`src/rtl/i2c_cond_monitor.sv`:
```
module i2c_cond_monitor #(
  parameter int SYNC_STAGES = 2
) (
  input  logic clk,
  input  logic rst,
  input  logic scl_in,
  input  logic sda_in,
  output logic busy,
  output logic start_pulse,
  output logic stop_pulse,
  output logic scl_led,
  output logic sda_led
);
  localparam int LAST = SYNC_STAGES - 1;

  logic [LAST:0] scl_sync, sda_sync;
  logic          sda_prev;
  logic          scl_now, sda_now;
  logic          saw_start, saw_stop;

  assign scl_led = scl_in;
  assign sda_led = sda_in;

  always_ff @(posedge clk or posedge rst) begin
    if (rst) begin
      scl_sync <= '1;
      sda_sync <= '1;
    end else begin
      scl_sync <= {scl_sync[LAST-1:0], scl_in};
      sda_sync <= {sda_sync[LAST-1:0], sda_in};
    end
  end

  assign scl_now = scl_sync[LAST];
  assign sda_now = sda_sync[LAST];

  assign saw_start = scl_now &  sda_prev & ~sda_now;
  assign saw_stop  = scl_now & ~sda_prev &  sda_now;

  always_ff @(posedge clk or posedge rst) begin
    if (rst) begin
      sda_prev    <= 1'b1;
      start_pulse <= 1'b0;
      stop_pulse  <= 1'b0;
      busy        <= 1'b0;
    end else begin
      sda_prev    <= sda_now;
      start_pulse <= saw_start;
      stop_pulse  <= saw_stop;
      if (saw_start)     busy <= 1'b1;
      else if (saw_stop) busy <= 1'b0;
    end
  end
endmodule


```
`config.mk`:
```
export PLATFORM = sky130hd
export DESIGN_NAME = i2c_cond_monitor
export DESIGN_NICKNAME = d
export VERILOG_FILES = /design/src/rtl/i2c_cond_monitor.sv
export SDC_FILE = /design/constraint.sdc
export NUM_CORES = 1
export LEC_CHECK = 0
export ABC_AREA = 1
export BUFFER_PORTS_ARGS = -buffer_cell sky130_fd_sc_hd__buf_4
export CORE_AREA = 2 2 39 41
export DETAILED_ROUTE_END_ITERATION = 8
export DIE_AREA = 0 0 41 43
export GPL_ROUTABILITY_DRIVEN = 0
export PLACE_DENSITY = 0.42
export SLEW_MARGIN = 10
export SYNTH_ARGS = -nofsm -noshare
export SYNTH_HDL_FRONTEND = slang
export SYNTH_SLANG_ARGS = --single-unit
```
`constraint.sdc`:
```
create_clock -name clk -period 1.2 [get_ports clk]
set_clock_uncertainty 0.2 [all_clocks]
set_input_delay 0.3 -clock clk [delete_from_list [all_inputs] [get_ports clk]]
set_output_delay 0.3 -clock clk [all_outputs]
set_load 0.01 [all_outputs]
```
# Word-level counts from Yosys, hierarchy flattened
# Index checks and enable logic that the tools add are counted.
# word_totals
regBits	8
in_bits	4
# op_classes
mux	2
n_bitwise	6
reduce_logical	1
# op_table
operator	n
$and A1 B1 Y1	4
$mux W1	2
$not A1 Y1	2
$reduce_bool A2 Y1	1

# Depth between registers and ports, before layout
# depth
ltp_word	5
ltp_mapped	3
depth_no_buf	3

# Worst setup path after synthesis
# No wires, ideal clock.
# synth_timing
path_type	flip-flop to flip-flop
from	register sda_sync[1]
to	register busy
t_arrival_ns	0.699
t_required_ns	0.881
slack_ns	0.182
path_stages_with_launch	4
n_path_buf	0
cell_sequence	dfstp_2 nand2_1 nor2_2 a21oi_2
# synth_between
word_cells_on_any_way	5
# synth_lines
item	line	source
from (decl)	16	logic [LAST:0] scl_sync, sda_sync;
from (signal assigned)	30	sda_sync <= {sda_sync[LAST-1:0], sda_in};
$and A1 B1 Y1	38	assign saw_stop = scl_now & ~sda_prev & sda_now;
net saw_stop	19	logic saw_start, saw_stop;
$reduce_bool A2 Y1 (no line)	n/a	
to (signal assigned)	45	busy <= 1'b0;
to (signal assigned)	50	if (saw_start) busy <= 1'b1;
to (signal assigned)	51	else if (saw_stop) busy <= 1'b0;
to (decl)	8	output logic busy,
# The timed path passes the listed nets, and every way through them passes these cells.
# A chain may end at the register's enable or synchronous reset.

# Final worst setup path
# layout_timing
from	register busy
to	output port busy
# No word-level cell between the ends.

==> results.md <==
- Status: finished, violations left
- Failing checks: setup timing
- Synth Warn #: 0
- Critical Path Stages: 1
- Antenna Nets Post-Route: 0
- Total gr overflow: 0
- Setup TNS: -122.9 ps
- Placed cell count: 40
- First-pass GRT wire length: just under 700 um
- Nets@finish: 36
- GRT Resource Usage Total: 0.06491
- Fmax: between 800 and 900 MHz
- CTS Root Cell: clkbuf_4
- Bufs and invs on worst path: 1
- Die area: roughly 1800 um^2
- Worst Hold Depth: 0
- CTS Sinks: 8
- Via/cell ratio: between 3 and 4
- Final Non-Filler Cells: 47
- Share of layout cells above drive strength 1: 0.6129
- Syn_nets: 22
- Longest Clk Path Bufs: 2
- DR WL/cell: between 7 and 8 um
- Area of the multi-input gates: ~29 um^2
- Post-Place Setup Slack: approximately 150 ps
- Reg-to-reg critical path startpoint: sda_sync[1]
- Final period utilization: 1.039
- HP Start: scl_sync[0]
- Vias: about 160
- First-pass iteration count of the detailed router: 2
- Layout area overhead: 50.00%
- DIE WIDTH: ~40 um
- Filler instances: between 100 and 150
- Max-slew violations: 0
- Power, Total: 573.9 uW
- # diodes: 0
- Critical path, cell by cell: buf_6
- Hold Path Class: flop to flop
- Clock-pin slew on the worst setup and hold paths: about 50 ps
- Crit-path max cell delay: ~380 ps
- Minimum clock period: 1247 ps
- Overall routed net length: between 300 and 400 um
- Critical path class: flop to primary output
- Starting density of the core: 0.1917
- Final hold vios: 0
- Hold Crit Endpoint: scl_sync[1]
- Final Util: 0.2875
- Worst Path Required: ~700 ps
- IO buf count: 8
- Avg Cell Area, Syn: around 15 um^2
- Core box area: around 1400 um^2
- Setup violation total in the final timing report: 3
- Row count: 14
- R2r setup slk: around 150 ps
- Post-CTS Setup Inserts: 0
- Max FO, Critical Path: 2
- Residual DRC count: 0
- Unrepaired setup endpoints after global routing: yes
- Drt initial violations: 1
- Reg2Reg Depth: 3
- Slowest CP cell: dfrtp_1
- Top delay family on crit path: flip-flops
- Dominant cell type by area after synthesis: dfstp_2
- Part of the Yosys area used for sequential elements: 0.7783
- Area share of the largest cell type after synthesis: 0.4953
- Mapped cell area: 265.3 um^2
- Slew @ Worst Pin: 290.3 ps
- Top post-synthesis cells by area: dfstp_2, dfrtp_1, buf_4
- I/O Pins: 9
- FF/Latch Area: a little over 200 um^2
- Synth Instances: 18
- Worst skew pair latency: roughly 250 ps
- Distinct cells, synth: 8
- Max_slew headroom: 0.8063
- Highest-count cells in the layout ignoring fill and taps: buf_4, dfstp_2, inv_1
- Pin count of the biggest net entering global routing: 9
- Vias in the first global route: 186
- H-tree levels: 1
- Worst setup EP type: primary output
- Seq cells post-synth: 8
- Peak supply drop: about 0.45 mV
- Static Leak: 0.0001940 uW
- Initial antenna violation count: 0
- FF-to-FF End: busy
- Setup WS post-layout: -46.92 ps
- PwrDens: roughly 1400 nW/um^2
- CP arrival: between 700 and 800 ps
- TritonCTS Buffers: 3
- Critical Path Start Type: flop
- Die height: ~43 um
- Max-cap viol count: 0
- CTS tree: built
-- flip-flops by register name, indices dropped and copies added (netlist names) --
name,flops
start_pulse,1
busy,1
scl_sync,2
sda_sync,2
sda_prev,1
stop_pulse,1
-- worst max-delay path by stage --
stage / startpoint / end / slack (ps)
2_1_floorplan: sda_sync[1] / busy / 180
3_3_place_gp: scl_in / scl_led / 160
3_5_place_dp: sda_sync[1] / busy / 150
4_1_cts: busy / busy / -70
5_1_grt: busy / busy / -90
6_report: busy / busy / -50
-- cell type report --
cell class | instances | area share
flip-flops and latches | 8 | 0.5189
inverters | 4 | 0.03774
well taps | 16 | 0.05031
clock buffers | 4 | 0.06604
multi-input cells | 4 | 0.07233
repair buffers | 11 | 0.2547
-- per-layer routing --
metal,wire length (um),vias to the layer above,track usage
li1,-,77,-
met1,146,72,0.06312
met2,174,9,0.08438
met3,34,0,0.04712
met4,0,0,0.06000
met5,0,-,0
-- kinds of logic after synthesis --
group / Yosys count / share of synthesized area
compound gates: 1 / 0.03302
buf+inv: 6 / 0.1132
flops: 8 / 0.7783
simple gates: 3 / 0.07547
-- stage by stage --
| stage | cell area [um^2] | hold slack, ps |
|---|---|---|
| finish | 397.9 | 154.1 |
| global route | 397.9 | 163.8 |
| CTS | 397.9 | 155.2 |
| detailed placement | 330.3 | 63.35 |
| global placement | 330.3 | 56.02 |
| floorplan | 265.3 | -87.92 |
-- synthesized netlist by cell type --
| cell type | instances |
|---|---|
| a21oi_2 | 1 |
| dfstp_2 | 5 |
| buf_4 | 2 |
| nand3_2 | 1 |
| nor2_2 | 1 |
| inv_1 | 4 |
| dfrtp_1 | 3 |
| nand2_1 | 1 |
-- where the power goes --
part	internal, uW	leakage (uW)	switching (uW)
clock	127	0.0000150	83.2
sequential	294	0.0000914	9.24
combinational	37.0	0.0000876	24.4
total	457	0.000194	117
-- what timing repair did --
item	4_1_cts	5_1_grt
setup endpoints to repair	3	3
endpoints found under the hold margin	5	0
gates resized for setup	3	0
hold buffers	3	0
(Power assumes the default switching activity.)
